## src/rtl/wrk_pkg.sv

```systemverilog
package wrk_pkg;
  localparam int KEY_W = 4;
  localparam logic [KEY_W-1:0] KEY_ARM  = 4'b0110;
  localparam logic [KEY_W-1:0] KEY_REST = 4'b1111;
  localparam int NBANK  = 2;
  localparam int NCAUSE = NBANK + 1;

  typedef enum logic [2:0] {
    SQ_IDLE,
    SQ_ISO_REQ,
    SQ_ISO_WAIT,
    SQ_ASSERT,
    SQ_RELEASE
  } seq_state_e;
endpackage

```

## src/rtl/wrk_key_field.sv

```systemverilog
module wrk_key_field
  import wrk_pkg::*;
(
  input  logic             clk,
  input  logic             rst_n,
  input  logic             wr_en,
  input  logic [KEY_W-1:0] wr_data,
  input  logic             rel_clr,
  output logic [KEY_W-1:0] key_q,
  output logic             armed,
  output logic             arm_wr
);
  logic [KEY_W-1:0] key_d;
  logic             key_en;

  assign armed  = (key_q == KEY_ARM);
  assign arm_wr = wr_en && (wr_data == KEY_ARM);

  // software write takes priority over the release-time restore
  always_comb begin
    key_d  = key_q;
    key_en = 1'b0;
    if (rel_clr && armed) begin
      key_d  = KEY_REST;
      key_en = 1'b1;
    end
    if (wr_en) begin
      key_d  = wr_data;
      key_en = 1'b1;
    end
  end

  always_ff @(posedge clk or negedge rst_n) begin
    if (!rst_n) begin
      key_q <= KEY_REST;
    end else if (key_en) begin
      key_q <= key_d;
    end
  end
endmodule

```

## src/rtl/wrk_pin_sync.sv

```systemverilog
module wrk_pin_sync #(
  parameter int STAGES = 2
) (
  input  logic clk,
  input  logic rst_n,
  input  logic pin_n,
  output logic fall
);
  logic [STAGES-1:0] sh_q;
  logic              prev_q;
  logic              pin_s;

  assign pin_s = sh_q[STAGES-1];
  assign fall  = prev_q && !pin_s;

  always_ff @(posedge clk or negedge rst_n) begin
    if (!rst_n) begin
      sh_q   <= '1;
      prev_q <= 1'b1;
    end else begin
      sh_q   <= {sh_q[STAGES-2:0], pin_n};
      prev_q <= pin_s;
    end
  end
endmodule

```

## src/rtl/wrk_cause_log.sv

```systemverilog
module wrk_cause_log #(
  parameter int N = 3
) (
  input  logic         clk,
  input  logic         rst_n,
  input  logic [N-1:0] set_i,
  input  logic         clr_we,
  input  logic [N-1:0] clr_data,
  output logic [N-1:0] cause_q
);
  logic [N-1:0] clr_mask;
  logic [N-1:0] cause_d;
  logic         cause_en;

  assign clr_mask = clr_we ? clr_data : '0;

  // a new cause in the same cycle as its clear wins
  always_comb begin
    cause_d  = (cause_q & ~clr_mask) | set_i;
    cause_en = (|set_i) || clr_we;
  end

  always_ff @(posedge clk or negedge rst_n) begin
    if (!rst_n) begin
      cause_q <= '0;
    end else if (cause_en) begin
      cause_q <= cause_d;
    end
  end
endmodule

```

## src/rtl/wrk_seq_fsm.sv

```systemverilog
module wrk_seq_fsm
  import wrk_pkg::*;
#(
  parameter int CNT_W      = 8,
  parameter int MIN_ASSERT = 16
) (
  input  logic             clk,
  input  logic             rst_n,
  input  logic             start,
  input  logic             indep,
  input  logic [CNT_W-1:0] len,
  input  logic             iso_ack,
  output logic             iso_req,
  output logic             main_n,
  output logic             sec_n,
  output logic             rel_clr
);
  localparam logic [CNT_W-1:0] MIN_LEN = CNT_W'(MIN_ASSERT);
  localparam logic [CNT_W-1:0] ONE     = CNT_W'(1);

  seq_state_e       st_q, st_d;
  logic [CNT_W-1:0] cnt_q, cnt_d;
  logic [CNT_W-1:0] len_q, len_d;
  logic             indep_q, indep_d;
  logic [CNT_W-1:0] len_eff;
  logic             iso_d, main_d, sec_d;

  assign len_eff = (len < MIN_LEN) ? MIN_LEN : len;
  assign rel_clr = (st_q == SQ_RELEASE);

  always_comb begin
    st_d    = st_q;
    cnt_d   = cnt_q;
    len_d   = len_q;
    indep_d = indep_q;
    case (st_q)
      SQ_IDLE: begin
        if (start) begin
          indep_d = indep;
          len_d   = len_eff;
          if (indep) begin
            st_d = SQ_ISO_REQ;
          end else begin
            st_d  = SQ_ASSERT;
            cnt_d = len_eff - ONE;
          end
        end
      end
      SQ_ISO_REQ:  st_d = SQ_ISO_WAIT;
      SQ_ISO_WAIT: begin
        if (iso_ack) begin
          st_d  = SQ_ASSERT;
          cnt_d = len_q - ONE;
        end
      end
      SQ_ASSERT: begin
        if (cnt_q == '0) begin
          st_d = SQ_RELEASE;
        end else begin
          cnt_d = cnt_q - ONE;
        end
      end
      SQ_RELEASE: st_d = SQ_IDLE;
      default:    st_d = SQ_IDLE;
    endcase
  end

  // outputs are registered from the next state so they never glitch
  always_comb begin
    iso_d  = (st_d == SQ_ISO_REQ) || (st_d == SQ_ISO_WAIT) ||
             ((st_d == SQ_ASSERT) && indep_d);
    main_d = (st_d != SQ_ASSERT);
    sec_d  = !((st_d == SQ_ASSERT) && !indep_d);
  end

  always_ff @(posedge clk or negedge rst_n) begin
    if (!rst_n) begin
      st_q    <= SQ_IDLE;
      cnt_q   <= '0;
      len_q   <= MIN_LEN;
      indep_q <= 1'b0;
      iso_req <= 1'b0;
      main_n  <= 1'b1;
      sec_n   <= 1'b1;
    end else begin
      st_q    <= st_d;
      cnt_q   <= cnt_d;
      len_q   <= len_d;
      indep_q <= indep_d;
      iso_req <= iso_d;
      main_n  <= main_d;
      sec_n   <= sec_d;
    end
  end
endmodule

```

## src/rtl/warm_rst_keyed_ctrl.sv

```systemverilog
module warm_rst_keyed_ctrl
  import wrk_pkg::*;
#(
  parameter int CNT_W       = 8,
  parameter int MIN_ASSERT  = 16,
  parameter int SYNC_STAGES = 2
) (
  input  logic              clk,
  input  logic              rst_n,
  input  logic              bank_a_we,
  input  logic [KEY_W-1:0]  bank_a_wdata,
  input  logic              bank_b_we,
  input  logic [KEY_W-1:0]  bank_b_wdata,
  input  logic              clr_cause_we,
  input  logic [NCAUSE-1:0] clr_cause_data,
  input  logic              rst_req_pin_n,
  input  logic              sec_indep,
  input  logic [CNT_W-1:0]  assert_cycles,
  input  logic              iso_ack,
  output logic [KEY_W-1:0]  bank_a_key,
  output logic [KEY_W-1:0]  bank_b_key,
  output logic [NCAUSE-1:0] cause_q,
  output logic              iso_req,
  output logic              main_wrst_n,
  output logic              sec_wrst_n
);
  logic [1:0] rsync_q;
  logic       sys_rst_n;

  always_ff @(posedge clk or negedge rst_n) begin
    if (!rst_n) begin
      rsync_q <= 2'b00;
    end else begin
      rsync_q <= {rsync_q[0], 1'b1};
    end
  end
  assign sys_rst_n = rsync_q[1];

  logic [NBANK-1:0]            bank_we;
  logic [NBANK-1:0][KEY_W-1:0] bank_wd;
  logic [NBANK-1:0][KEY_W-1:0] bank_key;
  logic [NBANK-1:0]            bank_armed;
  logic [NBANK-1:0]            bank_arm_wr;
  logic                        rel_clr;
  logic                        pin_fall;
  logic                        start;

  assign bank_we = {bank_b_we, bank_a_we};
  assign bank_wd = {bank_b_wdata, bank_a_wdata};

  for (genvar g = 0; g < NBANK; g++) begin : g_bank
    wrk_key_field u_key (
      .clk     (clk),
      .rst_n   (sys_rst_n),
      .wr_en   (bank_we[g]),
      .wr_data (bank_wd[g]),
      .rel_clr (rel_clr),
      .key_q   (bank_key[g]),
      .armed   (bank_armed[g]),
      .arm_wr  (bank_arm_wr[g])
    );
  end

  assign bank_a_key = bank_key[0];
  assign bank_b_key = bank_key[1];

  wrk_pin_sync #(.STAGES(SYNC_STAGES)) u_pin (
    .clk   (clk),
    .rst_n (sys_rst_n),
    .pin_n (rst_req_pin_n),
    .fall  (pin_fall)
  );

  assign start = (|bank_armed) || pin_fall;

  wrk_seq_fsm #(.CNT_W(CNT_W), .MIN_ASSERT(MIN_ASSERT)) u_seq (
    .clk     (clk),
    .rst_n   (sys_rst_n),
    .start   (start),
    .indep   (sec_indep),
    .len     (assert_cycles),
    .iso_ack (iso_ack),
    .iso_req (iso_req),
    .main_n  (main_wrst_n),
    .sec_n   (sec_wrst_n),
    .rel_clr (rel_clr)
  );

  wrk_cause_log #(.N(NCAUSE)) u_cause (
    .clk      (clk),
    .rst_n    (sys_rst_n),
    .set_i    ({pin_fall, bank_arm_wr}),
    .clr_we   (clr_cause_we),
    .clr_data (clr_cause_data),
    .cause_q  (cause_q)
  );
endmodule

```

## config.mk

```make
export PLATFORM = sky130hd
export DESIGN_NAME = warm_rst_keyed_ctrl
export DESIGN_NICKNAME = d
export VERILOG_FILES = /design/src/rtl/wrk_pkg.sv /design/src/rtl/wrk_key_field.sv /design/src/rtl/wrk_pin_sync.sv /design/src/rtl/wrk_cause_log.sv /design/src/rtl/wrk_seq_fsm.sv /design/src/rtl/warm_rst_keyed_ctrl.sv
export SDC_FILE = /design/constraint.sdc
export NUM_CORES = 1
export LEC_CHECK = 0
export BUFFER_PORTS_ARGS = -buffer_cell sky130_fd_sc_hd__buf_2
export CAP_MARGIN = 10
export CORE_ASPECT_RATIO = 1.25
export CORE_MARGIN = 2
export CORE_UTILIZATION = 51
export CTS_BUF_LIST = sky130_fd_sc_hd__clkbuf_4 sky130_fd_sc_hd__clkbuf_8
export DETAILED_ROUTE_END_ITERATION = 10
export HOLD_SLACK_MARGIN = 0.03
export PLACE_DENSITY = 0.75
export RECOVER_POWER = 25
export SYNTH_ARGS = -nofsm -noshare
export SYNTH_HDL_FRONTEND = slang
export SYNTH_SLANG_ARGS = --single-unit
```

## constraint.sdc

```tcl
create_clock -name clk -period 3.5 [get_ports clk]
set_input_delay 0.7 -clock clk [delete_from_list [all_inputs] [get_ports clk]]
set_output_delay 0.7 -clock clk [all_outputs]
set_load 0.05 [all_outputs]
```

[Yosys cells after proc, flatten, opt, wreduce, memory -nomap -nowiden]
Index checks and enable logic that the tools add are counted.
Storage, ports and cells
  register bits after elaboration: 39
  input bits: 27
  output and inout port bits: 14
Operators by class
  add/sub/neg operators: 3
  $lt $le $gt $ge: 1
  eq/ne operators: 16
  mux-type cells: 22
  bitwise operators: 3
  reductions and logical operators: 25
Operators by type and width (number)
  8-bit 2-to-1 mux: 5
  8-bit one-hot mux with 3 select lines: 1
  8-bit by 1-bit subtractor with 8-bit output, second input constant: 3
  4-bit by 3-bit equality test with 1-bit output, second input constant: 4
  4-bit 2-to-1 mux: 4
  3-bit by 2-bit equality test with 1-bit output, second input constant: 4
  3-bit 2-to-1 mux: 4
  3-bit one-hot mux with 4 select lines: 1
  8-bit logical NOT: 1
  8-bit by 5-bit less-than comparator with 1-bit output, second input constant: 1
  2-bit != test, second input constant: 4
  1-bit logical AND: 7
  3-bit by 1-bit equality test with 1-bit output, second input constant: 2
  1-bit 2-to-1 mux: 6
  2-bit AND reduction: 3
  5-bit AND reduction: 1
  1-bit logical OR: 4
  2-bit nonzero test: 2
  3-bit bitwise AND: 1
  3-bit equality test, second input constant: 1
  1-bit logical NOT: 3
  3-bit logical NOT: 1
  3-bit by 2-bit != test with 1-bit output, second input constant: 1
  3-bit NOT: 1
  5 further kinds: 5

[Longest topological paths before layout]
Gate-level depths: netlist of run 1.
  word-level depth: 8
  gate-level depth with buffers: 8
  mapped depth without buffers: 7

[By module]
Synthesis of run 1 repeated with hierarchy kept, for this count alone.
Unflattened totals
  cell total of the unflattened synthesis: 174
  area, all modules: 1974.4 sq um
Modules (own cells, without submodules)
  wrk_seq_fsm: instances 1, cells each 125, area each 1315.0 sq um
  wrk_key_field: instances 2, cells each 16, area each 198.9 sq um
  wrk_cause_log: instances 1, cells each 9, area each 108.9 sq um
  wrk_pin_sync: instances 1, cells each 4, area each 92.6 sq um
  warm_rst_keyed_ctrl: instances 1, cells each 4, area each 60.1 sq um

[Worst setup path after synthesis of run 1]
No wires, ideal clock.
  path kind: input to register
  from: in assert_cycles[4]
  to: reg u_seq.cnt_q[5]
  setup time: 125 ps
  arrival time: 2097 ps
  required time: 3375 ps
  path slack: 1278 ps
  cell stages on the path: 5
  buffers on the path: 1
  path through: clkbuf_2 or4_4 a2111oi_4 xnor2_1 mux2_2
Between the ends
  cells in the longest elaborated chain, start to end: 6
RTL lines
  start, declared: line warm_rst_keyed_ctrl.sv:18  | input logic [CNT_W-1:0] assert_cycles,
  8-bit by 5-bit less-than comparator with 1-bit output: line wrk_seq_fsm.sv:28  | assign len_eff = (len < MIN_LEN) ? MIN_LEN : len;
  8-bit 2-to-1 mux (*): line wrk_seq_fsm.sv:28
  8-bit by 1-bit subtractor with 8-bit output (*): line wrk_seq_fsm.sv:45  | cnt_d = len_eff - ONE;
  8-bit 2-to-1 mux (*): line wrk_seq_fsm.sv:41  | if (indep) begin
  8-bit 2-to-1 mux (*): line wrk_seq_fsm.sv:38  | if (start) begin
  8-bit one-hot mux with 3 select lines (*): line wrk_seq_fsm.sv:36  | case (st_q)
  end signal, assigned: line wrk_seq_fsm.sv:87  | cnt_q <= cnt_d;
  end, declared: line wrk_seq_fsm.sv:22  | logic [CNT_W-1:0] cnt_q, cnt_d;
Every way passes the cells marked *; elsewhere a longest branch is shown, timed or not. The select of a mux whose other input is x is not followed.
A chain may end at the register's enable or synchronous reset.

[Worst setup path in the final report of run 1]
  from: reg u_seq.st_q[0]
  to: reg u_seq.cnt_q[5]
Between the ends
  cells in the longest elaborated chain, start to end: 3
RTL lines
  start, declared: line wrk_seq_fsm.sv:21  | seq_state_e st_q, st_d;
  start signal, assigned: line wrk_seq_fsm.sv:86  | st_q <= st_d;
  3-bit by 2-bit equality test with 1-bit output / 3-bit logical NOT (equally long branches): line wrk_seq_fsm.sv:36
  2-bit != test (no source line) / 3-bit nonzero test (equally long branches)
  5-bit AND reduction (no source line)
Several ways; a longest one is shown, not always the timed one.

==> results by group, run 1 <==
Detailed routing
  • Post-route ant nets: 0
  • DR top layer: met4
  • Iter 0 DRT Violations: 70
  • Via count: 1494
  • M1 WL: 1550 µm
  • Total iterations of the first detailed-routing run: 7
  • WL/cell: 15.8 µm
  • DRC violation count after routing: 6
  • Metal3 WL: between 200 and 250 µm
  • Via/cell ratio: roughly 5.8
  • DRT Wirelength: between 4000 and 5000 µm
  • Met2 routed WL: 2110 µm

Floorplan
  • Rows: 24
  • Boundary Pins: 41
  • Initial core utilization: 0.541
  • Die H: ~73 µm
  • Die X: 58.8 µm
  • Die area: ~4300 µm²
  • Core Region: 3540 µm²

Layout
  • Design Area, Final: 2290 µm²
  • Layout cells sized above 1: 0.368
  • Area Overhead vs Synth: 19.5%
  • Nets: 247
  • Ant. Diodes: 0

Synth
  • Cells after Synth: 175
  • Synth area leaders: dfrtp_1 33%, dfstp_2 19%, mux2i_1 6.8%
  • Number of synthesized register bits: 39
  • Async set or reset register ratio after synthesis: 1.00
  • Top-count cell post-synth: dfrtp_1
  • Yosys top cell by area: dfrtp_1
  • Post-synth top flop: dfrtp_1
  • Synthesized cell area: 1920 µm²
  • Area share of the largest cell type after synthesis: 0.327
  • YS warnings: 0
  • Syn Area/Cell: 10.9 µm²
  • Netlist cell types: 44
  • Commonest cells post-synth: 25 x dfrtp_1, 20 x nand2_1, 18 x o21ai_0
  • Mapped Nets: 203
  • Seq/Total Area, Yosys: 0.519
  • Post-synth EDFFs: 0

Global routing
  • All-Layer GR Usage: 0.212
  • Initial antenna violation count: 0
  • Overflow after GRT: 0
  • Vias in the first global route: 1551
  • First-pass GRT wire length: 6780 µm
  • Largest net degree at the start of global routing: 38

Place
  • DP Worst Slack: 0.962 ns
  • DP Area: 2150 µm²
  • Buffers on Ports: 40
  • Hpwl dp: 3010 µm
  • GPL Wtd Cong: 0.907

STA
  • Fin. max-slew vios: 38
  • Count of final hold-check violations: 0
  • Worst Tran Pin Value: 1.94 ns
  • Final worst slack: 0.996 ns
  • Setup-failing EPs final: 0
  • Max transition margin: -0.295
  • Fmax: 399 MHz
  • Tcrit/Tclk final: 0.715
  • Setup TNS: 0 ns
  • Clock Skew: 0.0119 ns
  • RSZ-0062 raised after global routing: no
  • Min Tclk post-route: between 2 and 3 ns

Worst setup path
  • R2R Setup Slk: 1.0 ns
  • Element type at the critical path end: flip-flop
  • CP arrival: 2.68 ns
  • Reg-to-reg startpoint: u_seq.st_q[0]$_DFF_PN0_
  • FF-to-FF path depth: 4
  • Critical path origin: u_seq.st_q[0]$_DFF_PN0_
  • CP Max Fanout: 16
  • CP Data Required Time: between 3 and 4 ns
  • Reg-to-Reg End: u_seq.cnt_q[5]$_DFFE_PN0P_
  • CP Class: reg2reg
  • Critical Path Source Type: flip-flop

Clock network
  • Clock sink count: 39
  • Postcts setup bufs: 0
  • CTS tree: yes
  • Post_cts resized: 0
  • CTS buffer count: 5
  • Clock-pin slew on the worst setup and hold paths: 0.08 ns
  • Clock root buffer: clkbuf_8
  • Clock latency on the worst-skew pair: approximately 0.30 ns
  • Longest Clk Path Bufs: 2
  • # H-tree levels: 2
  • Hold-fix buffers at CTS: 0

Min path
  • HP Class: in2async

Power
  • Cell Pwr Density: 710 nW/µm²
  • Maximum VDD drop: between 300 and 400 µV
  • Leakage: 0.00109 µW
  • Power Total: 1630 µW

Status
  • Status: finished with violations
  • Failing checks: DRC, capacitance limit, slew limit

Job
  • Max Cap Viol: 1
registers in the layout (all words and copies together), names as in the netlist:
register and flops:
rsync_q 2, u_seq.len_q 8, u_pin.prev_q 1, u_seq.sec_n 1
u_seq.st_q 3, u_seq.main_n 1, u_seq.indep_q 1, u_seq.iso_req 1
u_pin.sh_q 2, u_cause.cause_q 3, g_bank.u_key.key_q 8, u_seq.cnt_q 8
through the flow:
stage / instances / hold WS [ns] / util
after floorplan: 175 / 0.331 / -
after global placement: 250 / 0.291 / 0.607
after detailed placement: 250 / 0.302 / 0.607
after CTS: 258 / 0.168 / 0.645
after global routing: 259 / 0.177 / 0.646
final: 259 / 0.182 / 0.646
metal layers:
metal,global-route usage,vias up
met2,0.381,58
met3,0.0499,17
li1,-,706
met4,0.129,0
met5,0,-
met1,0.216,713
logic make-up after synthesis:
group,after synthesis,share of synthesized area
XOR/XNOR,5,0.0229
other,1,0.00196
multiplexers,22,0.121
AND/OR/NAND/NOR,49,0.137
buffers and inverters,17,0.0372
flip-flops,39,0.519
AO/OA/AOI/OAI,41,0.155
adder cells (fa/ha/maj),1,0.00653
critical path, stage by stage (launching register included):
cell and delay, ns:
dfrtp_1 0.71, or4b_1 0.51, nor4_2 0.38, o22a_2 0.40, mux2_2 0.37
where the power goes:
| group | switching [µW] | total, µW | internal (µW) |
|---|---|---|---|
| combinational | 320 | 543 | 223 |
| sequential | 83.7 | 635 | 551 |
| clock | 156 | 449 | 293 |
cell usage in the layout (no fill, tap or decap), drive strengths merged, types with 3 or more instances in the layout:
cell and n:
buf 41, dfrtp 25, nand2 20, o21ai 18
dfstp 14, mux2i 13, inv 11, mux2 9
nor2 8, clkbuf 8, nor3 6, a21oi 6
xnor2 4, o41ai 3
cell type report:
cell class	count	area (µm²)
inverter	11	41.3
clock inverter	2	60.1
tap	39	48.8
sequential	39	993
fill	291	1250
timing repair buffer	43	218
clock buffer	6	76.3
multi-input combinational	119	851
worst max-delay path by stage:
stage                                      end  slack, ns  depth (start not counted)
finish              u_seq.cnt_q[5]$_DFFE_PN0P_        1.0                          4
global route        u_seq.cnt_q[5]$_DFFE_PN0P_       0.86                          4
CTS                 u_seq.cnt_q[5]$_DFFE_PN0P_       0.94                          4
detailed placement  u_seq.cnt_q[5]$_DFFE_PN0P_       0.96                          4
global placement    u_seq.cnt_q[5]$_DFFE_PN0P_       1.02                          4
floorplan           u_seq.cnt_q[5]$_DFFE_PN0P_       1.28                          5
(Power assumes the default switching activity.)
==> inputs of run 2 (changes only) <==
ABC_AREA = 1   (was unset)
clock period = 2.55 ns   (was 3.5 ns; I/O delays follow)
==> run 2 against run 1 <==
Effect of this change: the run now ends clean; critical path depth increased by 8; utilization decreased by 0.58 points; power increased by 84%; maximum frequency increased by 40%; sequential power increased by 54%; flip-flop and latch count unchanged; die area increased by 4.4%; clock skew decreased by 0.0064 ns; via count increased by 18%; worst setup slack got worse by 0.24 ns; critical path type unchanged.
==> results by group, run 2 <==
Status
  • Status: finished clean

Floorplan
  • Boundary Pins: 41
  • Initial core utilization: 0.530
  • Die area: ~4500 µm²
  • Die H: 74.1 µm
  • Rows: 25
  • Core Region: approximately 3800 µm²
  • Die X: 60.1 µm

Worst setup path
  • CP Class: reg2reg
  • CP Data Required Time: 2.78 ns
  • Max incr delay on CP: roughly 0.43 ns
  • Delay-heaviest family, CP: simple AND/OR/NAND/NOR gates
  • CP arrival: 2.02 ns
  • Critical-path top delay cell: dfrtp_1
  • Critical Path Source Type: flip-flop
  • Element type at the critical path end: flip-flop
  • CP Buf/Inv Count: 2
  • Crit-path cells: inv_1, nand3_2, nor2_1, nor2_1, nand2_2, ha_1, inv_1, nor2_4, nand2_1, o21bai_2, nand3_1, nand2_1
  • CP Max Fanout: 5
  • R2R Setup Slk: 0.76 ns

Detailed routing
  • Iter 0 DRT Violations: 47
  • Post-route ant nets: 0
  • DRC violation count after routing: 0
  • Via count: approximately 1800
  • Total iterations of the first detailed-routing run: 4
  • M1 WL: 1670 µm
  • Via/cell ratio: ~5.0
  • DR top layer: met4
  • Met2 routed WL: 2200 µm
  • DRT Wirelength: ~4200 µm
  • Metal3 WL: 200 µm
  • WL/cell: 11.9 µm

Synth
  • Area share of the largest cell type after synthesis: 0.312
  • Cells after Synth: 248
  • Synthesized cell area: 2000 µm²
  • Number of synthesized register bits: 39
  • Commonest cells post-synth: 68 x nand2_1, 36 x inv_1, 27 x nor2_1
  • Top-count cell post-synth: nand2_1
  • Post-synth EDFFs: 0
  • Netlist cell types: 29
  • Async set or reset register ratio after synthesis: 1.00
  • YS warnings: 0
  • Synth area leaders: dfrtp_1 31%, dfstp_2 18%, nand2_1 13%
  • Post-synth top flop: dfrtp_1
  • Yosys top cell by area: dfrtp_1
  • Seq/Total Area, Yosys: 0.496
  • Mapped Nets: 276
  • Syn Area/Cell: 8.08 µm²

STA
  • Worst Tran Pin Value: 1.01 ns
  • Setup-failing EPs final: 0
  • Tcrit/Tclk final: 0.703
  • RSZ-0062 raised after global routing: no
  • Count of final hold-check violations: 0
  • Setup TNS: 0 ns
  • Min Tclk post-route: 1.79 ns
  • Fin. max-slew vios: 0
  • Fmax: roughly 560 MHz
  • Max transition margin: 0.329
  • Clock Skew: 0.00548 ns

Global routing
  • All-Layer GR Usage: 0.222
  • Overflow after GRT: 0
  • Largest net degree at the start of global routing: 21
  • First-pass GRT wire length: between 7000 and 8000 µm
  • Vias in the first global route: approximately 1700
  • Initial antenna violation count: 0

Clock network
  • # H-tree levels: 2
  • Clock latency on the worst-skew pair: 0.29 ns
  • Longest Clk Path Bufs: 2
  • Clock root buffer: clkbuf_8
  • Clock-pin slew on the worst setup and hold paths: 0.07 ns
  • Postcts setup bufs: 0
  • CTS buffer count: 5
  • CTS tree: yes
  • Clock sink count: 39

Layout
  • Commonest non-fill, non-tap cell in the layout: nand2_1
  • FF/Latch Area: 993 µm²
  • Area taken by multi-input logic gates: roughly 860 µm²
  • Most frequent cells in the layout: 68 x nand2_1, 40 x buf_2, 36 x inv_1
  • Area Overhead vs Synth: 20.8%
  • Nets: approximately 330
  • Layout cells sized above 1: 0.289
  • Ant. Diodes: 0
  • Final Util: 0.640
  • Biggest regs: g_bank.u_key.key_q: 8 flops, u_seq.cnt_q: 8 flops, u_seq.len_q: 8 flops
  • Fill cells: 346
  • Final Instance Count excl. Fillers: 352

Job
  • Max Cap Viol: 0

Power
  • Maximum VDD drop: 572 µV
  • Leakage: 0.00132 µW
  • Cell Pwr Density: roughly 1200 nW/µm²

Min path
  • HP Class: in2reg

Place
  • Hpwl dp: 3320 µm
  • GPL Wtd Cong: 0.878
  • DP Cell Count: 343
  • Buffers on Ports: 40
run 2: worst reg2reg max path: cells and delay by family, from the launching register on:
| family | cells | cell delay, ns |
|---|---|---|
| buffers and inverters | 2 | 0.25 |
| adder cells (fa/ha/maj) | 1 | 0.17 |
| AO/OA/AOI/OAI | 1 | 0.13 |
| flip-flops | 1 | 0.43 |
| AND/OR/NAND/NOR | 8 | 0.76 |
run 2: area by class of cell:
type                       instances  share of cell area
inverter                          40              0.0620
tap                               54              0.0279
multi-input combinational        168               0.354
timing repair buffer              43              0.0899
clock buffer                       6              0.0315
sequential                        39               0.410
clock inverter                     2              0.0248
run 2: where the power goes:
| group | switching [µW] | total [µW] | internal (µW) | leakage (µW) |
|---|---|---|---|---|
| combinational | 943 | 1400 | 454 | 0.000798 |
| sequential | 131 | 975 | 844 | 0.000450 |
| clock | 210 | 612 | 402 | 0.0000688 |
| total | 1280 | 2980 | 1700 | 0.00132 |
run 2: timing repair:
| action | CTS | global route |
|---|---|---|
| setup endpoints to repair | 0 | 0 |
| hold buffers | 1 | 0 |
| gates resized for setup | 0 | 0 |
| hold endpoints to repair | 2 | 0 |
run 2: logic make-up after synthesis:
logic type | after synthesis | synth area share
simple gates | 134 | 0.319
buf+inv | 41 | 0.0768
flops | 39 | 0.496
compound gates | 31 | 0.0961
xor+xnor | 1 | 0.00437
fa+ha+maj | 1 | 0.00624
other cells | 1 | 0.00187
run 2: per-stage QoR:
stage / power (µW) / area [µm²] / setup slack [ns] / hold slack [ns]
2_1_floorplan: 2070 / 2000 / 0.837 / 0.214
3_3_place_gp: 2350 / 2280 / 0.594 / 0.219
3_5_place_dp: 2380 / 2280 / 0.564 / 0.218
5_1_grt: 3240 / 2420 / 0.565 / 0.296
4_1_cts: 3010 / 2430 / 0.774 / 0.226
6_report: 2980 / 2420 / 0.759 / 0.310
run 2: metal layers:
metal,GRT usage,vias up
met1,0.234,827
li1,-,878
met4,0.104,0
met2,0.407,44
met5,0,-
met3,0.0504,9
run 2: worst paths after layout:
| kind | startpoint | endpoint | depth (start not counted) |
|---|---|---|---|
| worst max-delay path | u_seq.st_q[0]$_DFF_PN0_ | u_seq.cnt_q[6]$_DFFE_PN0P_ | 12 |
| min in group asynchronous | rsync_q[1]$_DFF_PN0_ | u_seq.cnt_q[4]$_DFFE_PN0P_ | 1 |
| worst min register to register | rsync_q[0]$_DFF_PN0_ | rsync_q[1]$_DFF_PN0_ | 0 |
| max in group asynchronous | rsync_q[1]$_DFF_PN0_ | u_seq.cnt_q[7]$_DFFE_PN0P_ | 1 |
| worst max register to register | u_seq.st_q[0]$_DFF_PN0_ | u_seq.cnt_q[6]$_DFFE_PN0P_ | 12 |
| worst min-delay path | rst_req_pin_n | u_pin.sh_q[0]$_DFF_PN1_ | 1 |
==> inputs of run 3 (changes only) <==
PLACE_DENSITY = 0.78   (was 0.75)
clock period = 1.6 ns   (was 2.55 ns; I/O delays follow)
==> run 3 against run 2 <==
Effect of this change: the run now ends with setup timing left; die area did not move; via count increased by 8.4%; sequential power up 61%; power up 89%; worst setup slack got worse by 0.80 ns; design area rose by 14%; flip-flop and latch count is the same; register-to-register slack got worse by 0.80 ns; maximum frequency up 9.2%; cell count increased by 8.8%; highest routed layer unchanged.
==> results by group, run 3 (synthesized netlist as in run 2, its figures left out) <==
Status
  • Status: finished with violations
  • Failing checks: setup timing

Job
  • Max Cap Viol: 0

STA
  • RSZ-0062 raised after global routing: yes
  • Tcrit/Tclk final: 1.03
  • Fmax: about 610 MHz
  • Final worst slack: -0.0404 ns
  • Fin. max-slew vios: 0
  • Min Tclk post-route: 1.64 ns
  • Max transition margin: 0.395
  • Worst Tran Pin Value: 0.907 ns
  • Clock Skew: ~0.0038 ns
  • Count of final hold-check violations: 0
  • Setup-failing EPs final: 4
  • Min Hold Slack: 0.134 ns

Clock network
  • CTS buffer count: 5
  • Longest Clk Path Bufs: 2
  • Clock root buffer: clkbuf_8
  • Clock-pin slew on the worst setup and hold paths: 0.07 ns
  • Clock latency on the worst-skew pair: 0.29 ns
  • CTS tree: yes
  • # H-tree levels: 2
  • Clock sink count: 39

Worst setup path
  • CP Max Fanout: 5
  • CP arrival: roughly 1.8 ns
  • CP Data Required Time: 1.79 ns
  • CP Buf/Inv Count: 2
  • Max incr delay on CP: 0.43 ns
  • Critical Path Source Type: flip-flop
  • Critical path origin: u_seq.st_q[1]$_DFF_PN0_
  • Delay-heaviest family, CP: simple AND/OR/NAND/NOR gates
  • Critical-path top delay cell: dfrtp_2
  • R2R Setup Slk: -0.04 ns
  • Reg-to-Reg End: u_seq.cnt_q[7]$_DFFE_PN0P_
  • Crit-path cells: buf_4, nand3_4, nor2_2, nor2_1, nand2_2, buf_6, nand2_4, nor2_4, nand2_1, nand2_1, nand2_1, nand2_1, nand2_1
  • Reg-to-reg startpoint: u_seq.st_q[1]$_DFF_PN0_
  • Critical Path Sink: u_seq.cnt_q[7]$_DFFE_PN0P_
  • CP Class: reg2reg
  • Element type at the critical path end: flip-flop
  • FF-to-FF path depth: 13
  • Crit path depth: 13
  • Most used cell, CP: nand2_1

Layout
  • Ant. Diodes: 0
  • Biggest regs: g_bank.u_key.key_q: 8 flops, u_seq.cnt_q: 8 flops, u_seq.len_q: 8 flops
  • Area taken by multi-input logic gates: 936 µm²
  • Area Overhead vs Synth: 38.1%
  • Final Util: 0.732
  • Nets: 356
  • FF/Latch Area: 996 µm²
  • Commonest non-fill, non-tap cell in the layout: nand2_1
  • Fill cells: 290
  • Most frequent cells in the layout: 64 x nand2_1, 39 x buf_2, 33 x inv_1
  • Layout cells sized above 1: 0.416

Place
  • GPL Wtd Cong: roughly 0.90
  • Buffers on Ports: 40
  • Hpwl dp: 3450 µm

Min path
  • HP Class: in2reg
  • Hold_sp: rst_req_pin_n

Power
  • Combinational share of power: 0.550
  • Seq pwr share: 0.278
  • Internal Power: around 3300 µW
  • Clock share of power: 0.173
  • P_sw: 2370 µW
  • Leakage: 0.00150 µW
  • Maximum VDD drop: 1290 µV
  • Cell Pwr Density: 2040 nW/µm²
  • Net Sw Frac: 0.419

Detailed routing
  • DRC violation count after routing: 0
  • Via count: 1906
  • WL/cell: 12.8 µm
  • Via/cell ratio: 4.98
  • Total iterations of the first detailed-routing run: 4
  • Post-route ant nets: 0
  • Iter 0 DRT Violations: 67
  • DRT Wirelength: 4920 µm

Floorplan
  • Boundary Pins: 41
  • Die X: 60.1 µm
  • Core Region: between 3000 and 4000 µm²
  • Rows: 25
  • Initial core utilization: 0.530
  • Die area: 4450 µm²
  • Die H: 74.1 µm

Global routing
  • Overflow after GRT: 0
  • All-Layer GR Usage: 0.239
  • Vias in the first global route: 1915
  • Largest net degree at the start of global routing: 38
  • First-pass GRT wire length: 7970 µm
  • Initial antenna violation count: 0
run 3: cell count changes in the layout (fill, tap and decap cells not counted), moves of 3 or more:
cell and change:
inv_1 -3, nor2_2 +6, nand2_4 +4, buf_6 +7, nor2_1 -6, buf_4 +25
nand2_1 -4
run 3: what timing repair did:
action | in CTS | in global routing
pin swaps | 1 | 15
endpoints found under the hold margin | 2 | 0
hold buffers | 1 | 0
setup endpoints to repair | 8 | 9
buffers inserted | 3 | 6
gates cloned | 0 | 0
gates resized for setup | 12 | 21
run 3: layout make-up:
type                            instances  share of cell area
Timing Repair Buffer                   74               0.174
Clock buffer                            6              0.0276
Sequential cell                        39               0.360
Inverter                               40              0.0551
Multi-Input combinational cell        168               0.338
Clock inverter                          2              0.0217
Tap cell                               54              0.0244
run 3: power by group through the flow:
stage	registers, µW	clock network (µW)	logic (µW)
finish	1570	977	3110
global route	1600	1030	3440
CTS	1550	998	2770
detailed placement	1560	0	2560
global placement	1560	0	2510
floorplan	1740	0	1550
run 3: per-layer routing:
metal	routed length, µm	GRT usage	vias to the layer above
li1	-	-	939
met1	1960	0.259	898
met2	2600	0.448	56
met3	212	0.0435	13
met4	144	0.0963	0
met5	0	0	-
run 3: worst min path at each step:
stage	slack, ns	cells past startpoint	endpoint
after global placement	0.11	1	rsync_q[0]$_DFF_PN0_
after global routing	0.12	1	u_pin.sh_q[0]$_DFF_PN1_
after CTS	0.13	1	u_pin.sh_q[0]$_DFF_PN1_
after floorplan	0.02	0	rsync_q[0]$_DFF_PN0_
final	0.13	1	u_pin.sh_q[0]$_DFF_PN1_
after detailed placement	0.11	1	rsync_q[0]$_DFF_PN0_
run 3: metrics by stage:
stage | TNS (ns) | setup WS [ns] | power (µW) | std cells | cell area, µm²
global route | -0.920 | -0.189 | 6070 | 383 | 2770
CTS | 0 | 0.00274 | 5320 | 377 | 2660
global placement | -0.0213 | -0.0156 | 4070 | 365 | 2450
floorplan | 0 | 0.00597 | 3300 | 248 | 2000
finish | -0.126 | -0.0404 | 5650 | 383 | 2770
detailed placement | -0.278 | -0.0885 | 4130 | 365 | 2450
